--- config.mk ---
export PLATFORM = sky130hd
export DESIGN_NAME = upg_rule_eval
export DESIGN_NICKNAME = d
export VERILOG_FILES = /design/src/rtl/upg_pkg.sv /design/src/rtl/upg_rule_eval.sv
export SDC_FILE = /design/constraint.sdc
export NUM_CORES = 1
export LEC_CHECK = 0
export BUFFER_PORTS_ARGS = -buffer_cell sky130_fd_sc_hd__buf_2
export CORE_AREA = 2 2 39 41
export DETAILED_ROUTE_END_ITERATION = 16
export DIE_AREA = 0 0 41 43
export PLACE_DENSITY = 0.37
export SLEW_MARGIN = 0
export SYNTH_ARGS = -nofsm -noshare
export SYNTH_HDL_FRONTEND = slang
export SYNTH_SLANG_ARGS = --single-unit
--- constraint.sdc ---
create_clock -name vclk -period 1.49
set_clock_uncertainty 0.15 [all_clocks]
set_input_delay 0.298 -clock vclk [all_inputs]
set_output_delay 0.298 -clock vclk [all_outputs]
set_load 0.005 [all_outputs]
--- src/rtl/upg_pkg.sv ---
package upg_pkg;
   localparam int EC_WIDTH = 5;
   localparam int EC_PRES  = 0;
   localparam int EC_WR    = 1;
   localparam int EC_USER  = 2;
   localparam int EC_RSVD  = 3;
   localparam int EC_FETCH = 4;
   localparam int PRIV_W   = 2;
   localparam int MAX_LEVELS = 4;

   typedef enum logic [1:0] {
      SRC_NONE   = 2'd0,
      SRC_ABSENT = 2'd1,
      SRC_RIGHTS = 2'd2,
      SRC_UPP    = 2'd3
   } fault_src_e;

   typedef struct packed {
      logic                fault;
      fault_src_e          src;
      logic [EC_WIDTH-1:0] code;
   } verdict_t;
endpackage

--- src/rtl/upg_rule_eval.sv ---
module upg_rule_eval #(
   parameter int USER_PRIV = 3
) (
   input  logic                      xlat_ok,
   input  logic                      sup_only,
   input  logic                      writable_all,
   input  logic                      acc_write,
   input  logic                      acc_fetch,
   input  logic [upg_pkg::PRIV_W-1:0] priv,
   input  logic                      sup_implicit,
   input  logic                      ovr_flag,
   input  logic                      wp_en,
   input  logic                      upp_en,
   output upg_pkg::verdict_t         verdict
);
   import upg_pkg::*;

   localparam logic [PRIV_W-1:0] UPRIV = PRIV_W'(USER_PRIV);

   logic eff_write, user_mode, upp_bypass;

   always_comb begin
      eff_write  = acc_write & ~acc_fetch;
      user_mode  = (priv == UPRIV) & ~sup_implicit;
      upp_bypass = (priv != UPRIV) & ~sup_implicit & ovr_flag;
      verdict    = '0;
      verdict.src = SRC_NONE;
      if (!xlat_ok) begin
         verdict.src            = SRC_ABSENT;
         verdict.code[EC_WR]    = eff_write;
         verdict.code[EC_USER]  = user_mode;
         verdict.code[EC_FETCH] = acc_fetch;
      end else if (user_mode) begin
         if (sup_only || (eff_write && !writable_all)) begin
            verdict.src            = SRC_RIGHTS;
            verdict.code[EC_PRES]  = 1'b1;
            verdict.code[EC_WR]    = eff_write;
            verdict.code[EC_USER]  = 1'b1;
            verdict.code[EC_FETCH] = acc_fetch;
         end
      end else if (!acc_fetch) begin
         if (upp_en && !sup_only && !upp_bypass) begin
            verdict.src           = SRC_UPP;
            verdict.code[EC_PRES] = 1'b1;
            verdict.code[EC_WR]   = eff_write;
         end else if (eff_write && wp_en && !writable_all) begin
            verdict.src           = SRC_RIGHTS;
            verdict.code[EC_PRES] = 1'b1;
            verdict.code[EC_WR]   = 1'b1;
         end
      end
      verdict.fault = (verdict.src != SRC_NONE);
   end

   always_comb begin
      if (acc_fetch) begin
         AST_FETCH_UNTOUCHED: assert (verdict.src != SRC_UPP);
      end
      if (sup_only) begin
         AST_SUPONLY_NO_UPP: assert (verdict.src != SRC_UPP);
      end
   end
endmodule

Word level (Yosys, flattened, before mapping):

Cells that the tools add are included.

* input bits: 11
* output and inout bits: 8
* register bits after elaboration: 0
* word-level logic and storage cells: 33

* multiplexer cells: 15
* reductions and logical operators: 10
* eq/ne operators: 2
* bitwise gates (word level): 6

Operators by type and width (count)
* 2-bit 2-to-1 mux: 9
* 3-bit 2-to-1 mux: 3
* 1-bit logical AND: 5
* 1-bit bitwise AND: 4
* 1-bit zero test: 3
* 1-bit 2-to-1 mux: 3
* 2-bit == test (second input constant): 1
* 2-bit inequality test (second input constant): 1
* 1-bit inverter: 2
* 2-bit nonzero test: 1
* 1-bit logical OR: 1

Longest topological paths before layout:

Gate-level depths: netlist of run 1.

* depth in word-level cells: 10
* depth in mapped cells: 5
* mapped depth without buffers: 4

Worst setup path after synthesis of run 1:

No wires, ideal clock.

* kind: input port to output port
* start point: input priv[0] (netlist name)
* end point: output verdict[6] (netlist name)
* stages on the path: 5
* path buffers: 1
* required time: 1.042 ns
* arrival time: 1.096 ns
* path slack: -0.054 ns
* path through: nand2_1 > a311oi_2 > o21ai_2 > a21boi_1 > buf_4

RTL lines
* start: declaration: RTL line upg_rule_eval.sv:9 `input logic [upg_pkg::PRIV_W-1:0] priv,`
* end: declaration: RTL line upg_rule_eval.sv:14 `output upg_pkg::verdict_t verdict`

==> run metrics, run 1 <==
status=complete, but fails checks; violated checks=setup timing; Synth warnings=0; Nets=58; Vias/cell=3.77; Final WS setup=-0.0505 ns; Leak=0.187 nW; wire per inst=7.82 µm; Port Buf Inserts=18; PD cells=241 nW/µm²; post-route ant nets=0; Pwr Total=92.0 µW; syn nets=34; Post-Syn Instances=23; first-pass GRT wire length=710 µm; Final setup viols=6; Final Max Slew Viols=0; ANT cells=0; GPL Wtd Cong=0.600; # clk buffers=0; gr ovfl total=0; startpoint types=input port; WS Path Type=input port to primary output; commonest non-fill, non-tap cell in the layout=buf_2; Period minus WS final=1.54 ns; num rows=14; antenna violations before repair=0; # IOs=19; register area=0 µm²; Die Y-Extent=43 µm; core box area=1380 µm²; Final period util=1.03; fmax=649 MHz; vias in the first global route=200; # hold bufs at CTS=0; die width=41 µm; Layout area overhead=158%; Max IR drop VDD=0.0863 mV; maxcap violations=0; Die ar.=1760 µm²; Setup crit end kind=primary output; Vias=230; RSZ-0062 raised after global routing=true; setup_tns=-0.218 ns; largest net degree at the start of global routing=7; total track usage=0.0529; Avg Cell Area, Syn=6.42 µm²; Seq cells=0; ratio of cells with drive above 1 in the final layout=0.822; post-synth cell types=14; Initial Utilization=0.107; drt total wl=477 µm; WP data arrival=1.09 ns; Util after Layout=0.276; post-synthesis instance area=148 µm²; initial DRC count=0; final hold vios=0; Hold Crit Class=input port to primary output; CP Max Fanout=3; most frequent cells in the layout=buf_2, buf_6, buf_4; DRC=0; DRT Pass-1 Iters=1; required time of the worst setup path=1.04 ns; sequential area share after synthesis=0
[cell families (layout without fill, tap and decap cells)]
kind of cell	after synthesis	count (layout)	synth area share
buffers and inverters	4	26	0.153
and+or+nand+nor	10	10	0.322
other	1	1	0.0254
AOI/OAI and AO/OA	8	8	0.500
[path summary, 6_finish.rpt]
kind | to | startpoint | cells past startpoint
setup / recovery | verdict[1] | sup_implicit | 5
hold / removal | verdict[7] | xlat_ok | 3
[metal layers]
layer / up-vias / wire length [µm] / global-route usage
met1: 93 / 195 / 0.0823
li1: 124 / - / -
met5: - / 0 / 0
met2: 13 / 218 / 0.0844
met4: 0 / 0 / 0
met3: 0 / 63 / 0
[area by class of cell]
cell class | instances | area (µm²)
tap | 16 | 20.0
timing repair buffer | 24 | 170
inverter | 2 | 7.51
multi-input combinational | 19 | 184
fill | 160 | 1000
[critical path, stage by stage]
cell and delay (ns):
buf_6 0.09, and3b_2 0.30, o21ai_2 0.10, a31oi_2 0.17, buf_2 0.13
[cell usage after synthesis]
cell type  count  area share
nand2_1        3       0.076
nand2b_1       1       0.042
nand3_1        1       0.034
a311oi_2       1        0.10
a21boi_1       3        0.15
inv_1          2       0.051
buf_4          2        0.10
conb_1         1       0.025
and3b_2        1       0.068
a21bo_2        1       0.068
o21ai_1        1       0.034
a31oi_2        1       0.085
nor2_1         4        0.10
o21ai_2        1       0.059
[metrics by stage]
stage               instances  instance area (µm²)  hold slack, ns  setup WS, ns
finish                     61                  382           0.770       -0.0505
global route               61                  382           0.798        -0.100
CTS                        61                  358           0.759       -0.0716
detailed placement         60                  284           0.755        -0.148
global placement           60                  284           0.761        -0.136
floorplan                  23                  151           0.496        0.0143
[power breakdown]
group	internal (mW)	switching, mW	leakage, nW
Clock	0	0	0
Combinational	0.0540	0.0381	0.187
Sequential	0	0	0
[timing repair]
action,in CTS,in global routing
gates cloned,0,0
pin swaps,7,1
setup buffers,1,0
setup endpoints to repair,7,7
resized for setup,13,4
(Power assumes the default switching activity.)
==> run 2, diff against run 1 <==
--- a/config.mk
+++ b/config.mk
@@ -6,10 +6,13 @@
 export NUM_CORES = 1
 export LEC_CHECK = 0
 export BUFFER_PORTS_ARGS = -buffer_cell sky130_fd_sc_hd__buf_2
+export CAP_MARGIN = 25
+export CELL_PAD_IN_SITES_DETAIL_PLACEMENT = 1
+export CELL_PAD_IN_SITES_GLOBAL_PLACEMENT = 1
 export CORE_AREA = 2 2 39 41
 export DETAILED_ROUTE_END_ITERATION = 16
 export DIE_AREA = 0 0 41 43
-export PLACE_DENSITY = 0.37
+export PLACE_DENSITY = 0.54
 export SLEW_MARGIN = 0
 export SYNTH_ARGS = -nofsm -noshare
 export SYNTH_HDL_FRONTEND = slang
==> run metrics, run 2 (same netlist as run 1, synthesis figures left out) <==
GPL Wtd Cong=0.594 (-0.97%); power share of the clock group=0 (unchanged); Setup crit end kind=primary output; commonest non-fill, non-tap cell in the layout=buf_2; core box area=1380 µm² (unchanged); final hold vios=0 (unchanged); fmax=641 MHz (-1.2%); Initial Utilization=0.107 (unchanged); most frequent cells in the layout=buf_2, buf_6, buf_4; Placement Cell Area=284 µm² (unchanged); Max IR drop VDD=0.0814 mV (-5.7%); Nets=58 (unchanged); Seq cells=0 (unchanged); Die ar.=1760 µm² (unchanged); # hold bufs at CTS=0 (unchanged); fillers=177 (+11%); die width=41 µm (unchanged); CP Max Fanout=2 (-1); largest net degree at the start of global routing=7 (unchanged); Port Buf Inserts=18 (unchanged); Worst Path Buf+Inv=3 (+1); Final WS setup=-0.0690 ns (-0.0185 ns); DRT Pass-1 Iters=2 (+1); Final Max Slew Viols=0 (unchanged); post-route ant nets=0 (unchanged); ANT cells=0 (unchanged); drt total wl=581 µm (+22%); Multi-input gate area=183 µm² (-0.68%); Placement Setup Slack=-0.151 ns (-0.00255 ns); part of the power in registers=0 (unchanged); Layout area overhead=162%; num rows=14 (unchanged); Final Cell Area=387 µm² (+1.3%); switching share of power=0.419 (+0.00560); ratio of cells with drive above 1 in the final layout=0.844 (+0.0222); first-pass GRT wire length=952 µm (+34%); Final period util=1.05 (+0.0124); # IOs=19 (unchanged); # clk buffers=0 (unchanged); wire per inst=9.52 µm (+22%); RSZ-0062 raised after global routing=true; Vias=242 (+5.2%); vias in the first global route=257 (+28%); WS Path Type=input port to primary output; hpwl dp=450 µm; slowest cell on the critical path=a311oi_4; setup_tns=-0.222 ns (-0.00370 ns); register area=0 µm² (unchanged); antenna violations before repair=0 (unchanged); final non-filler cell total=61 (unchanged); Die Y-Extent=43 µm (unchanged); Psw=40.5 µW (+6.4%); Final setup viols=4 (-2); Vias/cell=3.97 (+5.2%); violated checks=setup timing; total track usage=0.0739 (+0.0210); startpoint types=input port; required time of the worst setup path=1.04 ns (about the same); Logic pwr share=1.000 (about the same); Pwr Total=96.6 µW (+5.0%); status=complete, but fails checks; Crit path max-delay family=compound AO/OA/AOI/OAI gates; PD cells=250 nW/µm² (+3.6%); Period minus WS final=1.56 ns (+0.0185 ns); Leak=0.187 nW (about the same); Hold Crit Class=input port to primary output; maxcap violations=0 (unchanged); placed insts=60 (unchanged); CP cell instances=buf_6, a311oi_4, buf_4, a21bo_2, buf_2; DRC=0 (unchanged); crit-path max cell delay=0.34 ns (+0.04 ns); WP data arrival=1.11 ns (+0.02 ns); Int Pwr=56.1 µW (+4.0%); gr ovfl total=0 (unchanged); initial DRC count=1 (+1)
[run 2: repair_timing]
action                                  CTS  global route
buffers inserted                          1             0
endpoints found under the setup margin    6             7
pin swaps                                 5             4
gates resized for setup                  17             2
gates cloned                              0             0
[run 2: metal layers]
layer,GRT usage,vias to the layer above,share of wire
met3,0.00524,0,0.081
met2,0.147,12,0.56
met5,0,-,0
met1,0.0823,110,0.36
met4,0,0,0
li1,-,120,-
[run 2: metrics by stage]
stage / util / hold slack [ns]
floorplan: - / 0.496
global placement: 0.205 / 0.761
detailed placement: 0.205 / 0.757
CTS: 0.275 / 0.756
global route: 0.279 / 0.784
finish: 0.279 / 0.771
[run 2: power by group through the flow]
stage               sequential (mW)  combinational (mW)  clock, mW
detailed placement                0              0.0674          0
finish                            0              0.0966          0
CTS                               0              0.0951          0
global placement                  0              0.0669          0
floorplan                         0              0.0298          0
global route                      0               0.105          0
[run 2: cell type report]
type,instances,share of cell area
well taps,16,0.0518
multi-input cells,19,0.472
repair buffers,24,0.456
inverters,2,0.0194
[run 2: worst paths after layout]
kind | cells after the start | to | startpoint
hold / removal | 3 | verdict[7] | xlat_ok
setup / recovery | 5 | verdict[5] | ovr_flag
